**src/rtl/spi_burst_pkg.sv**
```systemverilog
package spi_burst_pkg;

   localparam int ADDR_W = 6;
   localparam int BYTE_W = 8;

   typedef enum logic [2:0] {
      ST_IDLE,
      ST_LEAD,
      ST_BIT,
      ST_GAP,
      ST_TAIL
   } host_state_e;

   function automatic int ceil_div(input int num, input int den);
      return (num + den - 1) / den;
   endfunction

   function automatic int at_least_one(input int v);
      return (v < 1) ? 1 : v;
   endfunction

   function automatic int max_int(input int a, input int b);
      return (a > b) ? a : b;
   endfunction

endpackage

```
**src/rtl/spi_burst_timer.sv**
```systemverilog
module spi_burst_timer #(
   parameter int W = 8
) (
   input  logic         clk,
   input  logic         rst_n,
   input  logic         load,
   input  logic [W-1:0] val,
   output logic         zero
);

   logic [W-1:0] cnt;

   assign zero = (cnt == '0);

   always_ff @(posedge clk or negedge rst_n) begin
      if (!rst_n)      cnt <= '0;
      else if (load)   cnt <= val;
      else if (!zero)  cnt <= cnt - W'(1);
   end

endmodule

```
**src/rtl/spi_burst_shifter.sv**
```systemverilog
module spi_burst_shifter #(
   parameter int W = 8
) (
   input  logic         clk,
   input  logic         rst_n,
   input  logic         load,
   input  logic [W-1:0] load_val,
   input  logic         shift,
   input  logic         sample,
   input  logic         din,
   output logic         dout,
   output logic [W-1:0] rx
);

   logic [W-1:0] tx;

   assign dout = tx[W-1];

   always_ff @(posedge clk or negedge rst_n) begin
      if (!rst_n) begin
         tx <= '0;
         rx <= '0;
      end else begin
         if (load)       tx <= load_val;
         else if (shift) tx <= {tx[W-2:0], 1'b0};
         if (sample)     rx <= {rx[W-2:0], din};
      end
   end

endmodule

```
**src/rtl/spi_burst_host.sv**
```systemverilog
module spi_burst_host
   import spi_burst_pkg::*;
#(
   parameter int CLK_NS      = 20,
   parameter int HALF_NS     = 50,
   parameter int GAP_NS      = 100,
   parameter int SETUP_NS    = 20,
   parameter int PD_SETUP_NS = 200000,
   parameter int HOLD_NS     = 20,
   parameter int LEN_W       = 6
) (
   input  logic              clk,
   input  logic              rst_n,
   input  logic              cmd_valid,
   output logic              cmd_ready,
   input  logic              cmd_read,
   input  logic              cmd_burst,
   input  logic [ADDR_W-1:0] cmd_addr,
   input  logic [LEN_W-1:0]  cmd_len,
   input  logic              cmd_pwrdn,
   input  logic [BYTE_W-1:0] wr_data,
   output logic [LEN_W-1:0]  wr_idx,
   output logic              rd_valid,
   output logic [BYTE_W-1:0] rd_data,
   output logic [BYTE_W-1:0] status,
   output logic              busy,
   output logic              done,
   output logic              cs_n,
   output logic              sclk,
   output logic              si,
   input  logic              so
);

   localparam int HALF_CYC  = at_least_one(ceil_div(HALF_NS, CLK_NS));
   localparam int GAP_CYC   = ceil_div(GAP_NS, CLK_NS);
   localparam int SETUP_CYC = at_least_one(ceil_div(SETUP_NS, CLK_NS));
   localparam int PD_CYC    = at_least_one(ceil_div(PD_SETUP_NS, CLK_NS));
   localparam int HOLD_CYC  = at_least_one(ceil_div(HOLD_NS, CLK_NS));
   localparam int LOAD_MAX  = max_int(max_int(PD_CYC, SETUP_CYC),
                                      max_int(max_int(HALF_CYC, GAP_CYC), HOLD_CYC));
   localparam int TW        = $clog2(LOAD_MAX + 1) + 1;

   localparam logic [TW-1:0] L_HALF  = TW'(HALF_CYC - 1);
   localparam logic [TW-1:0] L_SETUP = TW'(SETUP_CYC - 1);
   localparam logic [TW-1:0] L_PD    = TW'(PD_CYC - 1);
   localparam logic [TW-1:0] L_HOLD  = TW'(HOLD_CYC - 1);

   // elaboration-time parameter checks
   generate
      if (CLK_NS < 1 || HALF_NS < 1 || GAP_NS < 0 || SETUP_NS < 0 || PD_SETUP_NS < 0 || HOLD_NS < 0) begin : g_bad_timing
         $error("spi_burst_host: timing parameters out of range");
      end
      if (LEN_W < 1 || LEN_W > 16) begin : g_bad_len
         $error("spi_burst_host: LEN_W must be 1..16");
      end
   endgenerate

   host_state_e       state, nxt;
   logic              sclk_q, cs_q, hdr_q, rd_q;
   logic [2:0]        bit_cnt;
   logic [LEN_W-1:0]  left, idx;
   logic [BYTE_W-1:0] status_q, rd_data_q;
   logic              rd_valid_q, done_q;

   logic              tmr_load, tmr_zero;
   logic [TW-1:0]     tmr_val;
   logic              sh_load;
   logic [BYTE_W-1:0] sh_val, rx_byte;
   logic              ev_accept, ev_rise, ev_fall, byte_end, ev_release;

   // where a finished byte goes next: pause state or straight into the next byte
   host_state_e   after_st;
   logic [TW-1:0] after_ld;
   generate
      if (GAP_CYC == 0) begin : g_nogap
         assign after_st = ST_BIT;
         assign after_ld = L_HALF;
      end else begin : g_gap
         assign after_st = ST_GAP;
         assign after_ld = TW'(GAP_CYC - 1);
      end
   endgenerate

   spi_burst_timer #(.W(TW)) u_timer (
      .clk   (clk),
      .rst_n (rst_n),
      .load  (tmr_load),
      .val   (tmr_val),
      .zero  (tmr_zero)
   );

   spi_burst_shifter #(.W(BYTE_W)) u_shift (
      .clk      (clk),
      .rst_n    (rst_n),
      .load     (sh_load),
      .load_val (sh_val),
      .shift    (ev_fall),
      .sample   (ev_rise),
      .din      (so),
      .dout     (si),
      .rx       (rx_byte)
   );

   always_comb begin
      nxt        = state;
      tmr_load   = 1'b0;
      tmr_val    = '0;
      sh_load    = 1'b0;
      sh_val     = '0;
      ev_accept  = 1'b0;
      ev_rise    = 1'b0;
      ev_fall    = 1'b0;
      byte_end   = 1'b0;
      ev_release = 1'b0;
      unique case (state)
         ST_IDLE: if (cmd_valid) begin
            ev_accept = 1'b1;
            nxt       = ST_LEAD;
            tmr_load  = 1'b1;
            tmr_val   = cmd_pwrdn ? L_PD : L_SETUP;
            sh_load   = 1'b1;
            sh_val    = {cmd_read, cmd_burst, cmd_addr};
         end
         ST_LEAD, ST_GAP: if (tmr_zero) begin
            nxt      = ST_BIT;
            tmr_load = 1'b1;
            tmr_val  = L_HALF;
         end
         ST_BIT: if (tmr_zero) begin
            tmr_load = 1'b1;
            tmr_val  = L_HALF;
            if (!sclk_q) begin
               ev_rise = 1'b1;
            end else begin
               ev_fall = 1'b1;
               if (bit_cnt == 3'd7) begin
                  byte_end = 1'b1;
                  if (left != '0) begin
                     sh_load = 1'b1;
                     sh_val  = rd_q ? '0 : wr_data;
                     nxt     = after_st;
                     tmr_val = after_ld;
                  end else begin
                     nxt     = ST_TAIL;
                     tmr_val = L_HOLD;
                  end
               end
            end
         end
         ST_TAIL: if (tmr_zero) begin
            ev_release = 1'b1;
            nxt        = ST_IDLE;
         end
         default: nxt = ST_IDLE;
      endcase
   end

   always_ff @(posedge clk or negedge rst_n) begin
      if (!rst_n) begin
         state      <= ST_IDLE;
         sclk_q     <= 1'b0;
         cs_q       <= 1'b1;
         hdr_q      <= 1'b0;
         rd_q       <= 1'b0;
         bit_cnt    <= '0;
         left       <= '0;
         idx        <= '0;
         status_q   <= '0;
         rd_data_q  <= '0;
         rd_valid_q <= 1'b0;
         done_q     <= 1'b0;
      end else begin
         state      <= nxt;
         rd_valid_q <= 1'b0;
         done_q     <= 1'b0;
         if (ev_accept) begin
            cs_q    <= 1'b0;
            left    <= cmd_len;
            idx     <= '0;
            hdr_q   <= 1'b1;
            rd_q    <= cmd_read;
            bit_cnt <= '0;
         end
         if (ev_rise) sclk_q <= 1'b1;
         if (ev_fall) begin
            sclk_q  <= 1'b0;
            bit_cnt <= bit_cnt + 3'd1;
         end
         if (byte_end) begin
            hdr_q <= 1'b0;
            if (hdr_q) begin
               status_q <= rx_byte;
            end else if (rd_q) begin
               rd_data_q  <= rx_byte;
               rd_valid_q <= 1'b1;
            end
            if (left != '0) begin
               left <= left - LEN_W'(1);
               idx  <= idx + LEN_W'(1);
            end
         end
         if (ev_release) begin
            cs_q   <= 1'b1;
            done_q <= 1'b1;
         end
      end
   end

   assign cmd_ready = (state == ST_IDLE);
   assign busy      = ~cmd_ready;
   assign cs_n      = cs_q;
   assign sclk      = sclk_q;
   assign wr_idx    = idx;
   assign rd_valid  = rd_valid_q;
   assign rd_data   = rd_data_q;
   assign status    = status_q;
   assign done      = done_q;

   // ---------------- embedded properties ----------------
   logic [TW-1:0] hi_run;
   always_ff @(posedge clk or negedge rst_n) begin
      if (!rst_n)    hi_run <= '0;
      else if (sclk) hi_run <= hi_run + TW'(1);
      else           hi_run <= '0;
   end

   // every high phase lasts exactly HALF cycles
   p_high_len_r5: assert property (@(posedge clk) disable iff (!rst_n)
      $fell(sclk) |-> hi_run == TW'(HALF_CYC));

   // SI is held while SCLK is high
   p_si_hold_r5: assert property (@(posedge clk) disable iff (!rst_n)
      (sclk && $past(sclk)) |-> $stable(si));

   // clock stays low while deselected
   p_sclk_idle_r8: assert property (@(posedge clk) disable iff (!rst_n)
      cs_n |-> !sclk);

   // a command is only taken with the bus quiet
   p_ready_quiet_r9: assert property (@(posedge clk) disable iff (!rst_n)
      cmd_ready |-> (cs_n && !sclk));

   // done marks the release of chip select
   p_done_release_r9: assert property (@(posedge clk) disable iff (!rst_n)
      done |-> (cs_n && !$past(cs_n)));

   // read byte follows a falling edge
   p_rd_after_fall_r3: assert property (@(posedge clk) disable iff (!rst_n)
      rd_valid |-> (!sclk && $past(sclk)));

endmodule

```
**config.mk**
```make
export PLATFORM = sky130hd
export DESIGN_NAME = spi_burst_host
export DESIGN_NICKNAME = d
export VERILOG_FILES = /design/src/rtl/spi_burst_pkg.sv /design/src/rtl/spi_burst_timer.sv /design/src/rtl/spi_burst_shifter.sv /design/src/rtl/spi_burst_host.sv
export SDC_FILE = /design/constraint.sdc
export NUM_CORES = 1
export LEC_CHECK = 0
export ABC_AREA = 0
export BUFFER_PORTS_ARGS = -buffer_cell sky130_fd_sc_hd__buf_4
export CAP_MARGIN = 40
export CORE_ASPECT_RATIO = 1.2
export CORE_MARGIN = 2
export CORE_UTILIZATION = 56
export CTS_CLUSTER_DIAMETER = 30
export DETAILED_ROUTE_END_ITERATION = 12
export PLACE_DENSITY_LB_ADDON = 0.08
export SYNTH_ARGS = -nofsm -noshare
export SYNTH_HDL_FRONTEND = slang
export SYNTH_SLANG_ARGS = --single-unit
export TNS_END_PERCENT = 1
```
**constraint.sdc**
```tcl
create_clock -name clk -period 2.5 [get_ports clk]
set_input_delay 0.375 -clock clk [delete_from_list [all_inputs] [get_ports clk]]
set_output_delay 0.375 -clock clk [all_outputs]
set_load 0.05 [all_outputs]
```
Yosys cells after proc, flatten, opt, wreduce, memory -nomap -nowiden
Cells that the tools add are included.

storage, ports and cells
  register bits after elaboration = 71
  input port bits = 27
  output and inout port bits = 29
  word-level logic and storage cells = 111

operators by class
  $add $sub $neg = 4
  equality and inequality tests = 12
  multiplexer cells = 65
  bitwise logic cells = 2
  reductions and logical operators = 13

operator list
  operator                                                                number
  8-bit two-way mux                                                       8
  14-bit one-hot mux with 3 select lines                                  1
  3-bit two-way mux                                                       13
  6-bit two-way mux                                                       6
  15-bit two-way mux                                                      2
  1-bit two-way mux                                                       28
  14-bit two-way mux                                                      2
  8-bit one-hot mux with 2 select lines                                   1
  15-bit zero test                                                        1
  15-bit by 1-bit subtractor with 15-bit output (second input constant)   1
  2-bit inequality test (second input constant)                           7
  3-bit one-hot mux with 4 select lines                                   1
  2-bit nonzero test                                                      5
  6-bit by 1-bit adder with 6-bit output (second input constant)          1
  3-bit by 2-bit equality test with 1-bit output (second input constant)  2
  3-bit equality test (second input constant)                             2
  6-bit AND reduction                                                     1
  6-bit nonzero test                                                      1
  6-bit by 1-bit subtractor with 6-bit output (second input constant)     1
  1-bit one-hot mux with 2 select lines                                   2
  3-bit by 1-bit adder with 3-bit output (second input constant)          1
  3-bit by 1-bit equality test with 1-bit output (second input constant)  1
  3-bit zero test                                                         1
  3-bit AND reduction                                                     1
  other kinds (5)                                                         6

Logic depth before layout (Yosys ltp)
Gate-level depths: netlist of run 1.

  word-level depth = 7
  mapped depth = 9
  mapped depth without buffers = 7

Hierarchy
A second synthesis of run 1 with hierarchy kept.

second synthesis, totals
  cell total of the unflattened synthesis = 328
  area total of the unflattened synthesis = 3,577.2 µm²

modules (own cells, without submodules)
  module             instances  cells each  area each (µm²)  seq. area each (µm²)
  spi_burst_host     1          183         1,999.4          1,002.2
  spi_burst_timer    1          94          877.1            375.4
  spi_burst_shifter  1          51          700.7            400.4

Worst setup path before layout of run 1
Ideal clock, no wire load.

  path kind = register to register
  start point = register sclk_q, in the netlist sclk
  end point = register rd_data_q[0], in the netlist rd_data[0]
  library setup time = 0.125 ns
  arrival time = 1.987 ns
  required time = 2.375 ns
  setup slack = 0.388 ns
  cell stages (with the launch flop) = 8
  buffers on the path = 3
  clock period less this slack = 2.112 ns
  cell sequence = dfrtp_1 clkbuf_1 and3_1 buf_2 nand3_2 nor3b_2 buf_6 mux2_4

on the way
  cells in the longest elaborated chain, start to end = 4

RTL lines
  what                                  RTL line               source
  from (decl)                           spi_burst_host.sv:59   logic sclk_q, cs_q, hdr_q, rd_q;
  from (signal assigned)                spi_burst_host.sv:161  sclk_q <= 1'b0;
  from (signal assigned)                spi_burst_host.sv:184  if (ev_rise) sclk_q <= 1'b1;
  from (signal assigned)                spi_burst_host.sv:186  sclk_q <= 1'b0;
  1-bit two-way mux                     spi_burst_host.sv:132  if (!sclk_q) begin
  1-bit two-way mux                     spi_burst_host.sv:129  ST_BIT: if (tmr_zero) begin
  1-bit two-way mux                     spi_burst_host.sv:115  unique case (state)
  3-bit AND reduction (no source line)  --
  to (signal assigned)                  spi_burst_host.sv:194  rd_data_q <= rx_byte;
  to (decl)                             spi_burst_host.sv:62   logic [BYTE_W-1:0] status_q, rd_data_q;

Every way passes these cells.
A chain may end at the register's enable or synchronous reset.

Worst setup path after layout of run 1
  start point = register u_timer.cnt[0]
  end point = register u_shift.tx[6]

on the way
  cells in the longest elaborated chain, start to end = 4
  elaborated cells between the ends (all ways) = 9
  those cells by class = mux (7); reduce/logical (2)

RTL lines
  what                                                           RTL line                 source
  from (decl)                                                    spi_burst_timer.sv:11    logic [W-1:0] cnt;
  from (signal assigned)                                         spi_burst_timer.sv:17    else if (load) cnt <= val;
  from (signal assigned)                                         spi_burst_timer.sv:18    else if (!zero) cnt <= cnt - W'(1);
  15-bit zero test (*)                                           spi_burst_timer.sv:13    assign zero = (cnt == '0);
  8-bit two-way mux or 1-bit two-way mux (tied branches)         spi_burst_host.sv:129
  8-bit one-hot mux with 2 select lines (tied with other cells)  spi_burst_host.sv:115
  8-bit two-way mux or 2-bit nonzero test (tied branches)        --
  to (signal assigned)                                           spi_burst_shifter.sv:24  if (load) tx <= load_val;
  to (signal assigned)                                           spi_burst_shifter.sv:25  else if (shift) tx <= {tx[W-2:0], 1'b0};
  to (decl)                                                      spi_burst_shifter.sv:15  logic [W-1:0] tx;

Mark *: on every way between the ends. The rest lies on a longest branch, timed or not.

==> results.toml, run 1 <==
[finish]
antenna_cells = 0
fill_cells = 503
final_core_util_pct = 70.4
final_nets = 415
drive_above_1_share_pct = 32.3
final_cell_count_no_fill = 469
fin_area_um2 = 4260
areaGrowthSynthToFinish_pct = 21.3

[yosys]
synth_commonest_cells = "70 x dfrtp_1, 36 x nand2_1, 21 x nor2_1"
synth_edf_count = 0
syn_avg_cell_area_um2 = 11.1
synth_seq_cells = 71
synth_top_area_cell = "dfrtp_1"
ys.flop_type = "dfrtp_1"
synth_warnings = 0
synth.yosys.seq_area_share_pct = 50.6
synth_fp_nets = 349
ys_types = 56
synthArstFlopShare_pct = 100
syn_inst = 316
ys_top_cells_by_area = "dfrtp_1 50%, mux2_2 5.1%, nand2_1 3.8%, mux2_4 3.4%, mux2i_1 2.9%"
syn-cell-area_um2 = 3510
synth_top_area_share_pct = 49.9
yosysMostFrequentCell = "dfrtp_1"

[detailed_routing]
routed_wirelength_um = 7120
drc = 0
firstDrtPassIters = 4
num_vias = 2566
vias_per_cell = 5.47
drt_iter0_drc = 144
wl_per_cell_um = 15.2
drtAntennaViolNets = 0

[worst_setup_path]
cp-start-kind = "flip-flop"
reg2reg_slack_ns = 0.20
worstPathArrival_ns = 2.52
worstPathMaxFanout = 19
crit_path_end_kind = "flip-flop"
crit_type = "flip-flop to flip-flop"
critical_path_required_ns = 2.72

[place]
dpl.cell_count = 451
place_ws_ns = 0.124
dp_hpwl_um = 5000
portBuffers = 55
placed_area_um2 = 4050
place_congestion = 0.810

[power_and_ir_drop]
power_density_nw_per_um2 = 857
totalPowerFinal_mw = 3.65
p_leak_nw = 2.01
vdd_ir_drop_max_uv = 761

[clocking]
cts_buffer_depth = 2
clock-sinks = 71
clock_latency_ns = 0.35
cts_tree = "built"
root_buffer = "clkbuf_8"
ctsHtreeMaxLevel = 3
cts_inserted_buffers = 9
clk_pin_slew_ns = 0.08

[sta]
fin_skew_ns = 0.00997
rsz0062_at_grt = "no"
setup_tns_ns = 0
holdWs_ns = 0.227
hold_viol_final = 0
slew_viol_final = 0
tightest_slew_ns = 0.532
finalSetupViolations = 0
max_freq_mhz = 435
min_period_ns = 2.30
max_slew_margin_pct = 64.0
post-route-period-util_pct = 92.1
finalWorstSetupSlack_ns = 0.199

[worst_hold_path]
hold_path.class = "input pin to flip-flop"

[floorplan]
die_y_um = 90.7
io_pins = 56
initial_core_util_pct = 58.0
core-area_um2 = 6050
rows = 31
fp.dieArea_um2 = 6920
die_w_um = 76.3

[run]
maxCapViolations = 0

[global_route]
antenna_found_initial = 0
grt_pass1_vias = 2623
grt_pass1_wl_um = 12300
grt_max_degree = 38
grt_overflow = 0
track_usage_pct = 22.5

[run_status]
outcome = "finished clean"
## final timing paths
check                                      startpoint  depth (start not counted)                          to
max reg2reg                u_timer.cnt[0]$_DFFE_PN0P_                          8   u_shift.tx[6]$_DFFE_PN0P_
min                                       cmd_addr[2]                          3   u_shift.tx[2]$_DFFE_PN0P_
max in group asynchronous                       rst_n                          3            cs_n$_DFFE_PN1P_
max                        u_timer.cnt[0]$_DFFE_PN0P_                          8   u_shift.tx[6]$_DFFE_PN0P_
min reg2reg                       wr_idx[5]$_DFF_PN0_                          1         wr_idx[5]$_DFF_PN0_
min in group asynchronous                       rst_n                          2  u_timer.cnt[7]$_DFFE_PN0P_
## placed cells by master (no fill, tap or decap), drive strengths merged, types with 6 or more instances in the layout
cell type	Yosys	routed
o221ai	7	7
nand3	11	11
nand2	36	36
a21oi	10	10
inv	17	17
dfrtp	70	70
mux2i	10	10
ha	6	6
nand4	8	8
o21ai	15	15
nor3	10	10
mux2	24	24
buf	7	65
xnor2	11	11
clkbuf	4	9
nor2	22	22
## worst max-delay path, stage by stage, from the launching register on
cell	delay, ns
dfrtp_1	0.40
inv_1	0.12
ha_1	0.15
nor4b_2	0.39
and4_1	0.28
buf_4	0.26
nand3_2	0.23
mux2i_1	0.21
o221ai_1	0.13
## final cells by class
class	instances	area, um2	share of cell area (%)
sequential	71	1780	41.7
multi-input combinational	217	1610	37.7
timing repair buffer	66	510	12.0
clock buffer	9	124	2.91
tap	82	103	2.41
clock inverter	7	73.8	1.73
inverter	17	63.8	1.50
## metal layers
layer	vias up	track usage (%)	part of all wire [%]
li1	1259	-	-
met1	1238	28.0	44
met2	60	38.0	51
met3	9	3.40	3.9
met4	0	11.4	1.4
met5	-	0	0
## timing repair
| item | CTS | global route |
|---|---|---|
| gates resized for setup | 0 | 0 |
| setup buffers | 0 | 1 |
| hold buffers | 1 | 0 |
| endpoints found under the setup margin | 0 | 8 |
| hold endpoints to repair | 34 | 0 |
## state kept, by name (all words and copies together) (netlist names)
| register | flops |
|---|---|
| bit_cnt | 3 |
| cs_n | 1 |
| done | 1 |
| hdr_q | 1 |
| left | 6 |
| rd_data | 8 |
| rd_q | 1 |
| rd_valid | 1 |
| sclk | 1 |
| state | 3 |
| status | 8 |
| u_shift.rx | 8 |
| u_shift.tx | 8 |
| u_timer.cnt | 15 |
| wr_idx | 6 |
## power by group
group | total [mW] | internal [mW] | switching, mW
sequential | 1.74 | 1.43 | 0.307
clock | 0.921 | 0.462 | 0.459
combinational | 0.989 | 0.428 | 0.560
## cell families (layout without fill, tap and decap cells)
family	count (synthesis)	in the layout	share of synthesized area, %
AND/OR/NAND/NOR	116	116	19.6
XOR/XNOR	14	14	3.49
AO/OA/AOI/OAI	47	47	9.12
buffers and inverters	28	99	3.56
multiplexers	34	34	11.4
adder cells (fa/ha/maj)	6	6	2.14
flip-flops	71	71	50.6
No activity file was read; power rests on OpenSTA's default activity.
==> run 2, diff against run 1 <==
Settings changed: MAX_ROUTING_LAYER from default to met4.
==> results.toml, run 2 (synthesis gave the netlist of run 1 again) <==
[run_status]
outcome = "finished clean"

[worst_setup_path]
critPathMaxStageDelay_ns = 0.40
reg2reg_slack_ns = 0.21
critical-path-top-delay-family = "simple AND/OR/NAND/NOR gates"
worstPathMaxFanout = 9
path_cells = "inv_1 -> ha_1 -> nor4b_2 -> and2_1 -> nand3_2 -> nor3b_2 -> buf_4 -> mux2_4"
reg2regPathDepth = 8
crit_path_end_kind = "flip-flop"
reg2reg_to = "rd_data[7]$_DFFE_PN0P_"
r2r_start = "u_timer.cnt[0]$_DFFE_PN0P_"
cp-start-kind = "flip-flop"
critical_path_required_ns = 2.73
worstPathArrival_ns = 2.52
crit_type = "flip-flop to flip-flop"
cpMaxStageDelayCell = "dfrtp_1"
cp_num_buf_inv = 2

[run]
maxCapViolations = 0

[power_and_ir_drop]
totalPowerFinal_mw = 3.65
power_density_nw_per_um2 = 856
vdd_ir_drop_max_uv = 760
p_leak_nw = 2.01

[detailed_routing]
wl_per_cell_um = 15.2
drt_iter0_drc = 149
drc = 0
vias_per_cell = 5.41
firstDrtPassIters = 4
routed_wirelength_um = 7110
num_vias = 2535
drtAntennaViolNets = 0

[place]
place_congestion = 0.821
dp_hpwl_um = 5000
portBuffers = 55

[sta]
setup_tns_ns = 0
holdWs_ns = 0.232
min_period_ns = 2.29
finalSetupViolations = 0
fin_skew_ns = 0.0102
max_slew_margin_pct = 63.7
rsz0062_at_grt = "no"
post-route-period-util_pct = 91.8
slew_viol_final = 0
max_freq_mhz = 436
hold_viol_final = 0
tightest_slew_ns = 0.536

[worst_hold_path]
hold_depth = 3
hold_path_end = "u_shift.tx[2]$_DFFE_PN0P_"
hp-start = "cmd_addr[2]"
hold_path.class = "input pin to flip-flop"

[clocking]
cts_tree = "built"
root_buffer = "clkbuf_8"
clk_pin_slew_ns = 0.08
cts_inserted_buffers = 9
clock-sinks = 71
cts_buffer_depth = 2
clock_latency_ns = 0.35
ctsHtreeMaxLevel = 3
cts_resized = 0

[floorplan]
fp.dieArea_um2 = 6920
rows = 31
die_y_um = 90.7
initial_core_util_pct = 58.0
die_w_um = 76.3
io_pins = 56
core-area_um2 = 6050

[finish]
fill_cells = 503
antenna_cells = 0
final_nets = 415
final_cell_mix = "70 x dfrtp_1, 64 x buf_4, 36 x nand2_1"
final_common_cell = "dfrtp_1"
largest_reg_flops = 15
areaGrowthSynthToFinish_pct = 21.3
top_register = "u_timer.cnt"
drive_above_1_share_pct = 32.3

[global_route]
antenna_found_initial = 0
grt_max_degree = 38
grt_overflow = 0
track_usage_pct = 23.1
grt_pass1_vias = 2633
grt_pass1_wl_um = 12300
==> run 2: worst reg2reg max path, stage by stage, from the launching register on <==
cell and delay [ns]:
dfrtp_1 0.40, inv_1 0.12, ha_1 0.15, nor4b_2 0.39, and2_1 0.31, nand3_2 0.10
nor3b_2 0.16, buf_4 0.23, mux2_4 0.32
==> run 2: routing by layer <==
metal	GRT usage [%]	wire [um]	vias to the layer above
met5	-	0	-
met4	11.4	87	0
met3	3.40	249	6
li1	-	-	1254
met2	37.9	3590	54
met1	27.9	3180	1221
==> run 2: metrics by stage <==
step	util (%)	instance area (um2)	std cells	worst slack (ns)
3_3_place_gp	66.5	4030	450	0.196
3_5_place_dp	66.9	4050	451	0.124
6_report	70.4	4260	469	0.205
5_1_grt	70.4	4260	469	0.0228
4_1_cts	70.3	4250	468	0.101
2_1_floorplan	-	3510	316	0.388
==> run 2: repair_timing <==
action / in CTS / in global routing
hold buffers: 1 / 0
setup buffers: 0 / 1
hold endpoints to repair: 34 / 0
setup endpoints to repair: 0 / 8
==> run 2: area by class of cell <==
cell class	instances	area (um2)	area share [%]
Tap cell	82	103	2.41
Clock inverter	7	73.8	1.73
Timing Repair Buffer	66	510	12.0
Multi-Input combinational cell	217	1610	37.7
Clock buffer	9	124	2.91
Inverter	17	63.8	1.50
Sequential cell	71	1780	41.7
==> run 2: where the power goes <==
part           leakage [nW]  total, mW  switching (mW)  internal (mW)
sequential            0.880       1.74           0.306           1.43
clock                0.0992      0.918           0.456          0.462
combinational          1.03      0.989           0.560          0.428
==> run 2: worst max path at each step <==
stage,start,end,slack [ns],cells past startpoint
final,u_timer.cnt[0]$_DFFE_PN0P_,rd_data[7]$_DFFE_PN0P_,0.21,8
after global routing,u_timer.cnt[0]$_DFFE_PN0P_,u_shift.tx[5]$_DFFE_PN0P_,0.02,7
after CTS,u_timer.cnt[0]$_DFFE_PN0P_,u_shift.tx[0]$_DFFE_PN0P_,0.10,8
after detailed placement,u_timer.cnt[0]$_DFFE_PN0P_,u_shift.tx[0]$_DFFE_PN0P_,0.12,8
after global placement,u_timer.cnt[0]$_DFFE_PN0P_,u_shift.tx[0]$_DFFE_PN0P_,0.20,8
after floorplan,sclk$_DFFE_PN0P_,rd_data[0]$_DFFE_PN0P_,0.39,7
==> run 3, diff against run 2 <==
Settings changed: BUFFER_PORTS_ARGS -buffer_cell sky130_fd_sc_hd__buf_4 to default, CORE_UTILIZATION 56 to 63, DONT_BUFFER_PORTS from default to 1.
==> results.toml, run 3 (synthesis gave the netlist of run 1 again) <==
[finish]
drive_above_1_share_pct = 21.3
top_register = "u_timer.cnt"
largest_reg_flops = 15
areaGrowthSynthToFinish_pct = 9.16
final_core_util_pct = 71.9
final_cell_mix = "70 x dfrtp_1, 36 x nand2_1, 21 x nor2_1"
antenna_cells = 0
final_common_cell = "dfrtp_1"
final_nets = 361

[sta]
max_freq_mhz = 425
hold_viol_final = 0
setup_tns_ns = 0
max_slew_margin_pct = 63.2
finalSetupViolations = 0
min_period_ns = 2.35
fin_skew_ns = 0.00949
rsz0062_at_grt = "no"
slew_viol_final = 0
tightest_slew_ns = 0.552
post-route-period-util_pct = 94.0

[power_and_ir_drop]
p_leak_nw = 1.73
pwr-share-comb_pct = 20.8
seq_power_share_pct = 55.1
totalPowerFinal_mw = 3.48
p_sw_share_pct = 37.0
p_int_mw = 2.19
p_switching_mw = 1.29
power_density_nw_per_um2 = 907
vdd_ir_drop_max_uv = 733
pwr-share-clk_pct = 24.1

[worst_hold_path]
hold_path_end = "left[4]$_DFF_PN0_"
hold_path.class = "input pin to flip-flop"
hp-start = "cmd_len[4]"
hold_depth = 2

[floorplan]
fp.dieArea_um2 = 6190
die_w_um = 72.1
die_y_um = 85.8
rows = 29
initial_core_util_pct = 65.8
core-area_um2 = 5330
io_pins = 56

[global_route]
grt_max_degree = 72
grt_overflow = 0
use_met2_pct = 38.7
grt_pass1_wl_um = 11500
track_usage_pct = 25.1
use_met3_pct = 6.23
use_met1_pct = 32.0
grt_pass1_vias = 2404
top_usage_layer = "met2"
antenna_found_initial = 0

[place]
portBuffers = 0
dp_hpwl_um = 4600
place_congestion = 0.835

[detailed_routing]
drc = 0
vias_per_cell = 5.99
drtAntennaViolNets = 0
num_vias = 2367
firstDrtPassIters = 5
drt_iter0_drc = 95
routed_wirelength_um = 6840
wl_per_cell_um = 17.3

[clocking]
cts_inserted_buffers = 9
clock_latency_ns = 0.35
clk_pin_slew_ns = 0.08
cts_tree = "built"
clock-sinks = 71
post_cts_buffers = 0
ctsHtreeMaxLevel = 3
cts_buffer_depth = 2
root_buffer = "clkbuf_8"

[worst_setup_path]
reg2regPathDepth = 8
critical_path_required_ns = 2.79
worstPathMaxFanout = 13
worstPathArrival_ns = 2.64
crit_type = "flip-flop to flip-flop"
reg2reg_to = "u_shift.tx[0]$_DFFE_PN0P_"
r2r_start = "u_timer.cnt[0]$_DFFE_PN0P_"
cp-start-kind = "flip-flop"
crit_path_end_kind = "flip-flop"
reg2reg_slack_ns = 0.15

[run_status]
outcome = "finished clean"

[run]
maxCapViolations = 0
==> run 3: cell types whose count changed in the layout (fill, tap and decap cells not counted) <==
cell	before	now
buf_4	64	10
clkinv_4	3	0
clkbuf_8	9	11
clkinvlp_4	1	3
buf_12	1	0
buf_16	0	1
bufinv_16	1	0
nor4b_2	1	0
nor4b_4	0	1
==> run 3: layout make-up <==
type                       count  area, um2
clock buffer                  11        151
clock inverter                 5       32.5
fill                         399       1500
inverter                      17       63.8
multi-input combinational    217       1620
sequential                    71       1780
tap                           62       77.6
timing repair buffer          12        113
==> run 3: what timing repair did <==
action / CTS / global route
endpoints found under the setup margin: 0 / 19
hold buffers: 2 / 0
endpoints found under the hold margin: 71 / 0
resized for setup: 0 / 1
==> run 3: through the flow <==
step	worst slack (ns)	instance area (um2)	hold WS (ns)	cells
after floorplan	0.388	3510	0.0794	316
after global placement	0.234	3600	0.0815	377
after CTS	0.0763	3820	0.128	395
final	0.149	3830	0.139	395
after global routing	0.0728	3830	0.134	395
after detailed placement	0.0916	3600	0.0811	377
==> run 3: how the worst max path moves through the flow <==
stage / to / slack, ns / startpoint / cells past startpoint
after detailed placement: u_shift.tx[0]$_DFFE_PN0P_ / 0.09 / u_timer.cnt[0]$_DFFE_PN0P_ / 8
after floorplan: rd_data[0]$_DFFE_PN0P_ / 0.39 / sclk$_DFFE_PN0P_ / 7
after CTS: u_shift.tx[0]$_DFFE_PN0P_ / 0.08 / u_timer.cnt[0]$_DFFE_PN0P_ / 8
after global routing: u_shift.tx[3]$_DFFE_PN0P_ / 0.07 / u_timer.cnt[0]$_DFFE_PN0P_ / 7
after global placement: left[3]$_DFF_PN0_ / 0.23 / u_timer.cnt[0]$_DFFE_PN0P_ / 7
final: u_shift.tx[0]$_DFFE_PN0P_ / 0.15 / u_timer.cnt[0]$_DFFE_PN0P_ / 8
==> run 3: power groups by stage <==
stage                     Clock [mW]  Sequential [mW]  Combinational (mW)
after CTS                      0.859             1.91               0.724
after detailed placement           0             1.92               0.692
final                          0.837             1.92               0.723
after floorplan                    0             1.85               0.582
after global routing           0.905             1.96               0.830
after global placement             0             1.92               0.663
==> run 3: routing by layer <==
layer,part of all wire [%],up-vias
met5,0,-
met3,4.5,10
met2,50,59
met1,44,1145
li1,-,1153
met4,1.9,0
==> run 3: worst max-delay path: stages, from the launching register on <==
cell     delay [ns]
dfrtp_1        0.40
inv_1          0.13
ha_1           0.18
nor4b_4        0.33
and4_1         0.30
buf_4          0.22
nand4_1        0.34
o21ai_1        0.26
a31o_2         0.12
